## src/rtl/mrc_pkg.sv

```systemverilog
package mrc_pkg;
  typedef enum logic {
    RD_IDLE = 1'b0,
    RD_RUN  = 1'b1
  } rd_state_e;
endpackage

```

## src/rtl/mrc_cmd_edge.sv

```systemverilog
module mrc_cmd_edge #(
  parameter int W = 32
) (
  input  logic         clk,
  input  logic         rst_n,
  input  logic [W-1:0] level,
  output logic         pulse
);
  logic [W-1:0] seen_q;

  always_ff @(posedge clk) begin
    if (!rst_n) seen_q <= '0;
    else        seen_q <= level;
  end

  // one pulse per value change; a rewrite of the same value is invisible
  assign pulse = (level != seen_q);
endmodule

```

## src/rtl/mrc_req_gen.sv

```systemverilog
module mrc_req_gen #(
  parameter int MEM_AW      = 32,
  parameter int CNT_W       = 11,
  parameter int BURST_WORDS = 4,
  parameter int FIFO_DEPTH  = 16,
  parameter int PEND_W      = 6
) (
  input  logic              clk,
  input  logic              rst_n,
  input  logic              load,
  input  logic [MEM_AW-1:0] base,
  input  logic [CNT_W:0]    bursts,
  input  logic              pop,
  output logic              req_valid,
  input  logic              req_ready,
  output logic [MEM_AW-1:0] req_addr
);
  localparam logic [PEND_W-1:0] ROOM   = PEND_W'(FIFO_DEPTH - BURST_WORDS);
  localparam logic [PEND_W-1:0] BSTEP  = PEND_W'(BURST_WORDS);
  localparam logic [MEM_AW-1:0] ASTEP  = MEM_AW'(BURST_WORDS);
  localparam logic [PEND_W-1:0] ONE_P  = PEND_W'(1);

  logic [CNT_W:0]    left_q;
  logic [MEM_AW-1:0] addr_q;
  logic [PEND_W-1:0] pend_q;
  logic [PEND_W-1:0] pend_add;
  logic [PEND_W-1:0] pend_sub;
  logic              fire;

  assign req_valid = (left_q != '0) && (pend_q <= ROOM);
  assign req_addr  = addr_q;
  assign fire      = req_valid && req_ready;
  assign pend_add  = fire ? BSTEP : '0;
  assign pend_sub  = pop ? ONE_P : '0;

  always_ff @(posedge clk) begin
    if (!rst_n) begin
      left_q <= '0;
      addr_q <= '0;
      pend_q <= '0;
    end else if (load) begin
      left_q <= bursts;
      addr_q <= base;
      pend_q <= '0;
    end else begin
      if (fire) begin
        left_q <= left_q - 1'b1;
        addr_q <= addr_q + ASTEP;
      end
      pend_q <= pend_q + pend_add - pend_sub;
    end
  end
endmodule

```

## src/rtl/mrc_wr_path.sv

```systemverilog
module mrc_wr_path #(
  parameter int DATA_W  = 128,
  parameter int BRAM_AW = 10,
  parameter int CNT_W   = 11
) (
  input  logic               clk,
  input  logic               rst_n,
  input  logic               load,
  input  logic               run,
  input  logic [CNT_W-1:0]   words,
  input  logic [CNT_W:0]     total,
  input  logic               in_valid,
  output logic               in_ready,
  input  logic [DATA_W-1:0]  in_data,
  output logic [BRAM_AW-1:0] bram_addr,
  output logic [DATA_W-1:0]  bram_din,
  output logic               bram_we,
  output logic               last
);
  localparam logic [CNT_W:0] ONE_I = (CNT_W+1)'(1);

  logic [CNT_W:0] idx_q;
  logic           fire;
  logic           keep;

  assign in_ready = run;
  assign fire     = in_valid && in_ready;
  assign keep     = ({1'b0, words} > idx_q);
  assign last     = fire && (idx_q == (total - ONE_I));

  always_ff @(posedge clk) begin
    if (!rst_n) begin
      idx_q     <= '0;
      bram_we   <= 1'b0;
      bram_addr <= '0;
      bram_din  <= '0;
    end else begin
      bram_we <= fire && keep;
      if (fire && keep) begin
        bram_addr <= idx_q[BRAM_AW-1:0];
        bram_din  <= in_data;
      end
      if (load)      idx_q <= '0;
      else if (fire) idx_q <= idx_q + ONE_I;
    end
  end
endmodule

```

## src/rtl/mem_readout_ctrl.sv

```systemverilog
module mem_readout_ctrl
  import mrc_pkg::*;
#(
  parameter int CMD_W       = 32,
  parameter int MEM_AW      = 32,
  parameter int DATA_W      = 128,
  parameter int BRAM_AW     = 10,
  parameter int BURST_WORDS = 4,
  parameter int FIFO_DEPTH  = 16
) (
  input  logic               clk,
  input  logic               rst_n,
  input  logic [CMD_W-1:0]   cmd_reg,
  input  logic [MEM_AW-1:0]  rd_base,
  input  logic [BRAM_AW:0]   rd_words,
  output logic               areq_valid,
  input  logic               areq_ready,
  output logic [MEM_AW-1:0]  areq_addr,
  input  logic               rdat_valid,
  output logic               rdat_ready,
  input  logic [DATA_W-1:0]  rdat_data,
  output logic [BRAM_AW-1:0] bram_addr,
  output logic [DATA_W-1:0]  bram_din,
  output logic               bram_we,
  output logic               done
);
  localparam int CNT_W    = BRAM_AW + 1;
  localparam int BURST_LG = $clog2(BURST_WORDS);
  localparam int PEND_W   = $clog2(FIFO_DEPTH + 1) + 1;
  localparam logic [CNT_W-1:0] DEPTH_C = CNT_W'(1) << BRAM_AW;
  localparam logic [CNT_W:0]   ROUND_C = (CNT_W+1)'(BURST_WORDS - 1);

  rd_state_e        state_q;
  logic             start_pulse;
  logic             launch;
  logic             last_pop;
  logic             pop;
  logic [CNT_W-1:0] eff_cnt;
  logic [CNT_W:0]   bursts;
  logic [CNT_W-1:0] words_q;
  logic [CNT_W:0]   total_q;

  mrc_cmd_edge #(.W(CMD_W)) u_edge (
    .clk   (clk),
    .rst_n (rst_n),
    .level (cmd_reg),
    .pulse (start_pulse)
  );

  assign eff_cnt = (rd_words > DEPTH_C) ? DEPTH_C : rd_words;
  assign bursts  = ({1'b0, eff_cnt} + ROUND_C) >> BURST_LG;
  assign launch  = start_pulse && (state_q == RD_IDLE);
  assign pop     = rdat_valid && rdat_ready;

  always_ff @(posedge clk) begin
    if (!rst_n) begin
      state_q <= RD_IDLE;
      done    <= 1'b0;
      words_q <= '0;
      total_q <= '0;
    end else if (launch) begin
      words_q <= eff_cnt;
      total_q <= bursts << BURST_LG;
      if (eff_cnt == '0) begin
        done    <= 1'b1;
        state_q <= RD_IDLE;
      end else begin
        done    <= 1'b0;
        state_q <= RD_RUN;
      end
    end else if (last_pop) begin
      done    <= 1'b1;
      state_q <= RD_IDLE;
    end
  end

  mrc_req_gen #(
    .MEM_AW      (MEM_AW),
    .CNT_W       (CNT_W),
    .BURST_WORDS (BURST_WORDS),
    .FIFO_DEPTH  (FIFO_DEPTH),
    .PEND_W      (PEND_W)
  ) u_req (
    .clk       (clk),
    .rst_n     (rst_n),
    .load      (launch),
    .base      (rd_base),
    .bursts    (bursts),
    .pop       (pop),
    .req_valid (areq_valid),
    .req_ready (areq_ready),
    .req_addr  (areq_addr)
  );

  mrc_wr_path #(
    .DATA_W  (DATA_W),
    .BRAM_AW (BRAM_AW),
    .CNT_W   (CNT_W)
  ) u_wr (
    .clk       (clk),
    .rst_n     (rst_n),
    .load      (launch),
    .run       (state_q == RD_RUN),
    .words     (words_q),
    .total     (total_q),
    .in_valid  (rdat_valid),
    .in_ready  (rdat_ready),
    .in_data   (rdat_data),
    .bram_addr (bram_addr),
    .bram_din  (bram_din),
    .bram_we   (bram_we),
    .last      (last_pop)
  );
endmodule

```

## config.mk

```make
export PLATFORM = sky130hd
export DESIGN_NAME = mem_readout_ctrl
export DESIGN_NICKNAME = d
export VERILOG_FILES = /design/src/rtl/mrc_pkg.sv /design/src/rtl/mrc_cmd_edge.sv /design/src/rtl/mrc_req_gen.sv /design/src/rtl/mrc_wr_path.sv /design/src/rtl/mem_readout_ctrl.sv
export SDC_FILE = /design/constraint.sdc
export NUM_CORES = 1
export LEC_CHECK = 0
export BUFFER_PORTS_ARGS = -buffer_cell sky130_fd_sc_hd__buf_2
export CORE_ASPECT_RATIO = 1.1
export CORE_MARGIN = 4
export CORE_UTILIZATION = 40
export DETAILED_ROUTE_END_ITERATION = 8
export PLACE_DENSITY = 0.65
export SLEW_MARGIN = 10
export SYNTH_ARGS = -nofsm -noshare
export SYNTH_HDL_FRONTEND = slang
export SYNTH_HIERARCHICAL = 1
export SYNTH_SLANG_ARGS = --single-unit
export TNS_END_PERCENT = 5
```

## constraint.sdc

```tcl
create_clock -name clk -period 3.5 [get_ports clk]
set_input_delay 0.35 -clock clk [delete_from_list [all_inputs] [get_ports clk]]
set_output_delay 0.35 -clock clk [all_outputs]
set_load 0.02 [all_outputs]
```

==> impl_metrics.env <==
export IMPL_num_fill_cells=2764
export IMPL_cts_tree="built"
export IMPL_clockPowerShare_pct=39.1
export IMPL_root_buffer="clkbuf_16"
export IMPL_overflow=0
export IMPL_avgSynthCellArea_sq_um=8.81
export IMPL_fp_row_count=65
export IMPL_drive_gt1_share_pct=27.2
export IMPL_final_hold_viol_count=0
export IMPL_cp_common_cell="inv_1"
export IMPL_p_int_mw=5.34
export IMPL_route_detailed_drc=0
export IMPL_grt_max_degree=156
export IMPL_synth_cell_types=72
export IMPL_fin_ws_ns=0.578
export IMPL_die_w_um=172
export IMPL_skew_ns=0.00846
export IMPL_rsz0062_at_grt="false"
export IMPL_place_area_sq_um=14000
export IMPL_busiest_layer="met2"
export IMPL_cap_viol_max_count=0
export IMPL_worstSetupPathType="flip-flop to flip-flop"
export IMPL_cts_max_path_buffers=3
export IMPL_ys_seq_area_share_pct=43.2
export IMPL_finalWirelength_um=32500
export IMPL_synth_enable_flop_cells=0
export IMPL_numCtsBuffers=29
export IMPL_ys_warn_count=6
export IMPL_fin_tns_setup_ns=0
export IMPL_synth_most_common_cell="nand2_1"
export IMPL_final_area_sq_um=14900
export IMPL_async_flop_share_pct=0
export IMPL_drt_first_pass_iters=7
export IMPL_tightest_slew_ns=0.741
export IMPL_synth_area_sq_um=11900
export IMPL_cts_hold_fix_buffers=0
export IMPL_grtUsageTotal_pct=18.5
export IMPL_switching_share_pct=27.6
export IMPL_insertion_delay_ns=0.53
export IMPL_hpwl_um=23700
export IMPL_drt_iter0_drc=517
export IMPL_cp_end_kind="flip-flop"
export IMPL_path_clk_slew_ns=0.06
export IMPL_crit_path_cell_trace="inv_1 -> ha_1 -> nor4b_2 -> and4_4 -> nor3b_4 -> inv_1 -> ha_1 -> inv_1 -> fa_1 -> a21o_1 -> a21oi_1 -> xnor2_1 -> nor2_1"
export IMPL_r2r_end="u_req/pend_q[5]"
export IMPL_worstPathArrival_ns=3.33
export IMPL_power_frac_seq_pct=43.4
export IMPL_synth_area_leaders="dfxtp_1 43%, mux2i_1 12%, nand2_1 10%, xnor2_1 5.5%, ha_1 2.4%"
export IMPL_crit_slowest_cell="fa_1"
export IMPL_cts_resized=0
export IMPL_cp_max_fo=8
export IMPL_port_buffer_count=380
export IMPL_cts_setup_buffers=0
export IMPL_io_pins=381
export IMPL_crit_path_max_incr_delay_ns=0.42
export IMPL_rr_worst_depth=13
export IMPL_start_kind="flip-flop"
export IMPL_power_leakage_nw=6.38
export IMPL_max_slew_margin_pct=50.2
export IMPL_cp_startpoint="u_req/left_q[0]"
export IMPL_vias=10348
export IMPL_area_delta_synth_final_pct=25.8
export IMPL_core_area_sq_um=29000
export IMPL_p_per_area_nw_per_um2=494
export IMPL_slew_violations=0
export IMPL_antenna_found_initial=2
export IMPL_fmax_mhz=342
export IMPL_viasPerCell=4.99
export IMPL_synth_top_area_cell="dfxtp_1"
export IMPL_synth_ff_type="dfxtp_1"
export IMPL_power_switching_mw=2.04
export IMPL_setup_worst_path_end="u_req/pend_q[5]"
export IMPL_cts_htree_levels=1
export IMPL_grt_first_pass_wirelength_um=50000
export IMPL_die_area_sq_um=32500
export IMPL_avgRoutedWirePerCell_um=15.7
export IMPL_die_y_um=189
export IMPL_synthTopCellsByCount="322 x nand2_1, 256 x dfxtp_1, 147 x mux2i_1"
export IMPL_synth_top_area_share_pct=43.2
export IMPL_met2_usage_pct=30.4
export IMPL_ff2ff_setup_slack_ns=0.58
export IMPL_dp_slack_ns=0.584
export IMPL_hp_class="primary input to flip-flop"
export IMPL_period_minus_slack_ns=2.92
export IMPL_cp_data_required_time_ns=3.91
export IMPL_postRouteAntennaNets=0
export IMPL_place_congestion=0.837
export IMPL_status="finished, final reports clean"
export IMPL_ir_worst_vdd_mv=0.338
export IMPL_r2r_start="u_req/left_q[0]"
export IMPL_finalNetCount=1919
export IMPL_synth_seq_cells=256
export IMPL_min_period_over_period_pct=83.5
export IMPL_synthCells=1348
export IMPL_combPwrFrac_pct=17.5
export IMPL_setup_viol=0
export IMPL_first_global_vias=9674
export IMPL_start_util_pct=41.0
export IMPL_use_met3_pct=4.51
export IMPL_met1_usage_pct=24.2
export IMPL_cts_num_sinks=256
==> through the flow <==
stage | utilization [%] | total power [mW] | std cells | hold slack (ns)
finish | 51.6 | 7.38 | 2074 | 0.0429
global route | 51.6 | 7.75 | 2074 | 0.0266
CTS | 51.6 | 7.48 | 2072 | 0.0107
detailed placement | 48.5 | 4.56 | 2025 | 0.444
global placement | 48.5 | 4.54 | 2025 | 0.439
floorplan | - | 4.13 | 1355 | 0.441
==> sequential cells by signal (all words and copies together) (netlist names) <==
register	count
state_q	1
done	1
u_wr/bram_addr	10
total_q	10
words_q	11
u_wr/idx_q	12
u_wr/bram_din	128
u_req/left_q	12
u_req/req_addr	32
u_req/pend_q	6
u_edge/seen_q	32
u_wr/bram_we	1
==> how the worst min path moves through the flow <==
stage | start | to | slack (ns) | cells past startpoint
after floorplan | words_q[0] | words_q[0] | 0.44 | 2
after global placement | u_wr/bram_din[5] | u_wr/bram_din[5] | 0.44 | 2
after detailed placement | u_wr/bram_din[38] | u_wr/bram_din[38] | 0.44 | 2
after CTS | cmd_reg[14] | u_edge/seen_q[14] | 0.01 | 2
after global routing | cmd_reg[27] | u_edge/seen_q[27] | 0.03 | 2
final | cmd_reg[14] | u_edge/seen_q[14] | 0.04 | 2
==> layout by cell type (no fill, tap or decap), types with 14 or more instances in the layout <==
cell       instances
xor2_1            14
nand2_1          322
nand4_1           27
nand3_1           18
xnor2_1           75
buf_2            379
and2_1            40
ha_1              23
a21oi_1           29
clkbuf_16         29
nor2_1            40
nor3_1            25
dfxtp_1          256
mux2i_1          147
inv_1             34
nor4_1            21
o21ai_0           43
==> layer usage <==
layer / part of all wire, % / vias to the layer above
li1: - / 5233
met5: 0 / -
met1: 43 / 4710
met3: 8.3 / 56
met4: 2.4 / 0
met2: 46 / 349
==> power by group through the flow <==
stage	Combinational, mW	Clock, mW	Sequential [mW]
6_report	1.29	2.89	3.20
5_1_grt	1.42	3.11	3.22
4_1_cts	1.30	2.98	3.20
3_5_place_dp	1.30	0	3.26
3_3_place_gp	1.28	0	3.26
2_1_floorplan	0.756	0	3.38
==> worst max-delay path: cells and delay by family, from the launching register on <==
family | cells | cell delay [ns]
AOI/OAI and AO/OA | 2 | 0.36
xor gates and xnor gates | 1 | 0.14
adders and majority gates | 3 | 0.91
buffers and inverters | 3 | 0.21
DFF | 1 | 0.37
and+or+nand+nor | 4 | 0.83
==> cell type report <==
cell class	instances	area, sq um	area share [%]
Clock buffer	41	841	5.63
Antenna cell	2	5.00	0.0335
Multi-Input combinational cell	975	6270	42.0
Inverter	36	135	0.905
Sequential cell	256	5120	34.3
Timing Repair Buffer	390	2040	13.6
Tap cell	368	460	3.08
Clock inverter	6	61.3	0.410
==> cell families (layout without fill, tap and decap cells) <==
| logic type | count (synthesis) | count (layout) | synth area share (%) |
|---|---|---|---|
| compound gates | 139 | 139 | 7.55 |
| xor+xnor | 89 | 89 | 6.57 |
| fa+ha+maj | 24 | 24 | 2.59 |
| buf+inv | 124 | 473 | 4.33 |
| flops | 256 | 256 | 43.2 |
| mux | 148 | 148 | 12.5 |
| other cells | 1 | 10 | 0.0316 |
| simple gates | 567 | 567 | 23.2 |
Power figures use the tool's default switching activity.
